## src/rtl/txs_pkg.sv

```systemverilog
package txs_pkg;
  typedef enum logic [1:0] {
    ST_IDLE = 2'd0,
    ST_SEND = 2'd1,
    ST_DROP = 2'd2
  } txs_state_e;

  localparam int THR_W = 9;

  function automatic logic [THR_W-1:0] thr_bytes(input logic [2:0] code);
    logic [THR_W-1:0] b;
    if (!code[2]) b = THR_W'({code[1:0], 6'd0}) + THR_W'(64);
    else          b = THR_W'(40) - THR_W'({code[1:0], 3'd0});
    return b;
  endfunction
endpackage

```

## src/rtl/txs_frame_tracker.sv

```systemverilog
module txs_frame_tracker #(
  parameter int CNT_W = 10
) (
  input  logic clk,
  input  logic rst_n,
  input  logic eof_in,
  input  logic eof_out,
  output logic frame_ready
);
  logic [CNT_W-1:0] cnt_q, cnt_d;
  logic             cnt_en;

  always_comb begin
    cnt_en = eof_in ^ eof_out;
    cnt_d  = cnt_q;
    if (eof_in && !eof_out)      cnt_d = cnt_q + CNT_W'(1);
    else if (!eof_in && eof_out) cnt_d = cnt_q - CNT_W'(1);
  end

  always_ff @(posedge clk or negedge rst_n) begin
    if (!rst_n)      cnt_q <= '0;
    else if (cnt_en) cnt_q <= cnt_d;
  end

  assign frame_ready = (cnt_q != '0);
endmodule

```

## src/rtl/txs_thresh_decode.sv

```systemverilog
module txs_thresh_decode #(
  parameter int LVL_W = 10
) (
  input  logic [2:0]       thr_code,
  input  logic             sf_mode,
  input  logic [LVL_W-1:0] level,
  input  logic             frame_ready,
  output logic             go
);
  import txs_pkg::*;
  logic [31:0] lvl32, thr32;
  logic        lvl_hit;

  always_comb begin
    lvl32   = 32'(level);
    thr32   = 32'(thr_bytes(thr_code));
    lvl_hit = (lvl32 >= thr32);
    go      = sf_mode ? frame_ready : (frame_ready || lvl_hit);
  end
endmodule

```

## src/rtl/txs_start_ctrl.sv

```systemverilog
module txs_start_ctrl #(
  parameter int DEPTH = 512,
  parameter int LVL_W = $clog2(DEPTH + 1)
) (
  input  logic             clk,
  input  logic             rst_n,
  input  logic [2:0]       cfg_thr_code,
  input  logic             cfg_sf,
  input  logic [LVL_W-1:0] fifo_level,
  input  logic             wr_en,
  input  logic             wr_eof,
  input  logic             rd_en,
  input  logic             rd_eof,
  output logic             tx_start,
  output logic             tx_abort,
  output logic             drop_req
);
  import txs_pkg::*;
  localparam int CNT_W = $clog2(DEPTH + 1);

  txs_state_e state_q, state_d;
  logic       abort_q, abort_d;
  logic       frame_ready, go, eof_wr, eof_rd, fifo_empty;

  assign eof_wr     = wr_en && wr_eof;
  assign eof_rd     = rd_en && rd_eof;
  assign fifo_empty = (fifo_level == '0);

  txs_frame_tracker #(.CNT_W(CNT_W)) u_trk (
    .clk         (clk),
    .rst_n       (rst_n),
    .eof_in      (eof_wr),
    .eof_out     (eof_rd),
    .frame_ready (frame_ready)
  );

  txs_thresh_decode #(.LVL_W(LVL_W)) u_dec (
    .thr_code    (cfg_thr_code),
    .sf_mode     (cfg_sf),
    .level       (fifo_level),
    .frame_ready (frame_ready),
    .go          (go)
  );

  always_comb begin
    state_d = state_q;
    abort_d = 1'b0;
    unique case (state_q)
      ST_IDLE: if (go) state_d = ST_SEND;
      ST_SEND: begin
        if (eof_rd) state_d = ST_IDLE;
        else if (fifo_empty) begin
          state_d = ST_DROP;
          abort_d = 1'b1;
        end
      end
      ST_DROP: if (eof_rd) state_d = ST_IDLE;
      default: state_d = ST_IDLE;
    endcase
  end

  always_ff @(posedge clk or negedge rst_n) begin
    if (!rst_n) begin
      state_q <= ST_IDLE;
      abort_q <= 1'b0;
    end else begin
      state_q <= state_d;
      abort_q <= abort_d;
    end
  end

  assign tx_start = (state_q == ST_SEND);
  assign drop_req = (state_q == ST_DROP);
  assign tx_abort = abort_q;
endmodule

```

## config.mk

```make
export PLATFORM = sky130hd
export DESIGN_NAME = txs_start_ctrl
export DESIGN_NICKNAME = d
export VERILOG_FILES = /design/src/rtl/txs_pkg.sv /design/src/rtl/txs_frame_tracker.sv /design/src/rtl/txs_thresh_decode.sv /design/src/rtl/txs_start_ctrl.sv
export SDC_FILE = /design/constraint.sdc
export NUM_CORES = 1
export LEC_CHECK = 0
export BUFFER_PORTS_ARGS = -buffer_cell sky130_fd_sc_hd__clkbuf_2
export CORE_ASPECT_RATIO = 0.5
export CORE_UTILIZATION = 40
export CTS_BUF_LIST = sky130_fd_sc_hd__clkbuf_2
export DETAILED_ROUTE_END_ITERATION = 10
export GPL_ROUTABILITY_DRIVEN = 0
export GPL_TIMING_DRIVEN = 0
export MAX_ROUTING_LAYER = met4
export SLEW_MARGIN = 15
export SYNTH_ARGS = -nofsm -noshare
export SYNTH_HDL_FRONTEND = slang
export SYNTH_HIERARCHICAL = 1
export SYNTH_SLANG_ARGS = --single-unit
```

## constraint.sdc

```tcl
create_clock -name clk -period 1.9 [get_ports clk]
set_input_delay 0.38 -clock clk [delete_from_list [all_inputs] [get_ports clk]]
set_output_delay 0.38 -clock clk [all_outputs]
set_load 0.05 [all_outputs]
```

==> reports/qor.yml <==
status: "complete, but fails checks"
violations: "negative setup slack"
antenna_left: 0
syn_avg_cell_area_um2: 9.40
final_area_um2: 1600
slew_violations: 0
max_freq_ghz: 0.517
slew-limit-headroom: 0.652
post-route-period-util: 1.02
timing.final.ws_setup_ps: -35.8
max_slew.worst_pin.slew_ps: 521
hpwl_mm: 2.20
wl_mm: 2.96
synthXorXnorAreaFrac: 0.0350
p_leak_nw: 0.711
fp.dieH_um: 41.5
setup_viol: 2
antenna_found_initial: 0
hold_violations: 0
viasPerCell: 5.55
synth_area_um2: 1250
cts.sinks: 13
synth_top_family_by_area: "compound AO/OA/AOI/OAI gates"
irDropWorstVdd_v: 0.000676
cts_made_buffers: 3
reg2reg_slack_ps: 90
setup.worst_path.end_class: "flip-flop"
io_buffers: 22
synthCells: 133
grtUsageTotal: 0.192
synth-edff-count: 0
ys_top_cells_by_count: "ha_1, dfrtp_1, a21oi_1, nor2_1"
wire_per_inst_um: 14.6
yosysTopAreaCellShare: 0.260
dr.pass1.iters: 4
finalCriticalPeriod_ps: 1940
critPathRequiredTime_ps: 2120
ys_types: 46
post_dp_cell_area_um2: 1490
ys_seq_elements: 13
cp.arrival_ps: 2150
synth_adder_area_share: 0.176
dieArea_um2: 3370
path_clk_slew_ps: 170
synth_top_flop_cell: "dfrtp_1"
met2_length_mm: 1.32
yosysMostFrequentCell: "ha_1"
cap_violations: 0
maxUsedRoutingLayer: "met4"
drt_iter0_markers: 36
rsz0062_at_grt: "yes"
wl_met1_mm: 1.50
clockBufferDepth: 2
htreeDepth: 1
fp-row-count: 13
gr-total-overflow: 0
crit_type: "input pin to flip-flop"
root_buffer: "clkbuf_2"
synth-async-reset-ratio: 1.00
synthTopCellsByArea: "dfrtp_1, ha_1, nor4_4"
yosysTopAreaCell: "dfrtp_1"
synth_mux_area_frac: 0.0160
grt_pass1_vias: 1066
fin_setup_tns_ps: -47.2
grt_first_pass_wirelength_mm: 4.72
coreArea_um2: 2780
synthSimpleGateAreaFrac: 0.240
grt_max_degree: 14
io_pins: 23
cts_tree: "yes"
fin_nets: 204
power_density_nw_per_um2: 1360
synth-compound-area-share: 0.241
chipWidth_um: 81.1
drc_errors: 0
hold_class: "input pin to flip-flop"
vias: 1126
synth_fp_nets: 170
ys_seq_area_frac: 0.260
clock_latency_ps: 300
utilization: 0.576
drive_gt1_frac: 0.355
skew_ps: 23.3
syn2layout_area_growth_pct: 28.2
critPathLaunchType: "input pin"
initial_core_util: 0.449
critPathMaxFanout: 5
n_antenna_cell: 0
yosys_warnings: 6
route.met3.wl_um: 127
[placed cells by master (no fill, tap or decap), types with 2 or more instances in the layout]
master    count
nand3b_1      2
ha_4          6
inv_1         5
nand2b_1      4
nor2b_1       3
buf_4         5
ha_1          9
o21ai_1       5
nor2_1        8
a21o_1        3
o21ai_0       2
a21oi_1       6
o211ai_1      2
xor2_1        4
nand2_1       7
and2_4        3
nor3_1        3
o21a_1        4
nor4_1        2
nor4_4        2
nand3_1       3
a21oi_2       2
mux2i_1       2
clkbuf_2     26
dfrtp_1      13
nand4_1       3
inv_2         2
[cell type report]
class / count / area (µm²)
well taps: 37 / 46.3
clock buffers: 4 / 20.0
flip-flops and latches: 13 / 325
multi-input cells: 110 / 1000
repair inverters: 1 / 6.26
repair buffers: 28 / 158
plain buffers: 2 / 8.76
inverters: 8 / 37.5
fillers: 258 / 1180
[power by group]
part	internal, mW	switching, mW
Combinational	0.725	0.774
Sequential	0.394	0.126
Clock	0.0558	0.108
Total	1.17	1.01
[path summary, 6_finish.rpt]
path	from	endpoint	depth (start not counted)
worst max-delay path	rd_eof	u_trk/cnt_q[9]	11
worst min-delay path	fifo_level[2]	tx_abort	4
worst max register to register	u_trk/cnt_q[1]	u_trk/cnt_q[8]	7
worst min register to register	state_q[1]	state_q[0]	1
max in group asynchronous	rst_n	tx_abort	2
min in group asynchronous	rst_n	u_trk/cnt_q[7]	2
[kinds of logic (layout without fill, tap and decap cells)]
| group | after synthesis | count (layout) |
|---|---|---|
| adders and majority gates | 17 | 17 |
| AOI/OAI and AO/OA | 39 | 39 |
| DFF | 13 | 13 |
| buffers and inverters | 10 | 43 |
| xor gates and xnor gates | 5 | 5 |
| and+or+nand+nor | 47 | 47 |
| muxes | 2 | 2 |
[critical path, stage by stage]
cell and delay [ps]:
clkbuf_2 80, and2_4 150, inv_2 60, ha_4 190, inv_8 70, ha_4 260
a21o_1 200, a221oi_4 340, mux2i_1 220, nand4_1 120, o311ai_1 90
[per-layer routing]
layer,up-vias,GRT usage
li1,567,-
met1,534,0.249
met2,23,0.292
met3,2,0.0549
met4,0,0.0500
met5,-,-
[sequential cells by signal, indices dropped and copies added (netlist names)]
signal	cells
u_trk/cnt_q	10
tx_abort	1
state_q	2
[metrics by stage]
stage               hold WS, ps  power [mW]  cells  setup WS [ps]
floorplan                  84.4        1.58    133           -119
global placement            301        1.81    192           -346
detailed placement          304        1.85    192           -355
CTS                         385        2.06    201          -2.02
global route                425        2.37    203           -102
finish                      417        2.18    203          -35.8
[repair_timing]
action	CTS	global route
resized for setup	2	7
setup endpoints to repair	3	6
endpoints found under the hold margin	13	0
hold buffers	1	0
gates cloned	1	0
pin swaps	3	7
buffers inserted	3	2
Power figures use the tool's default switching activity.
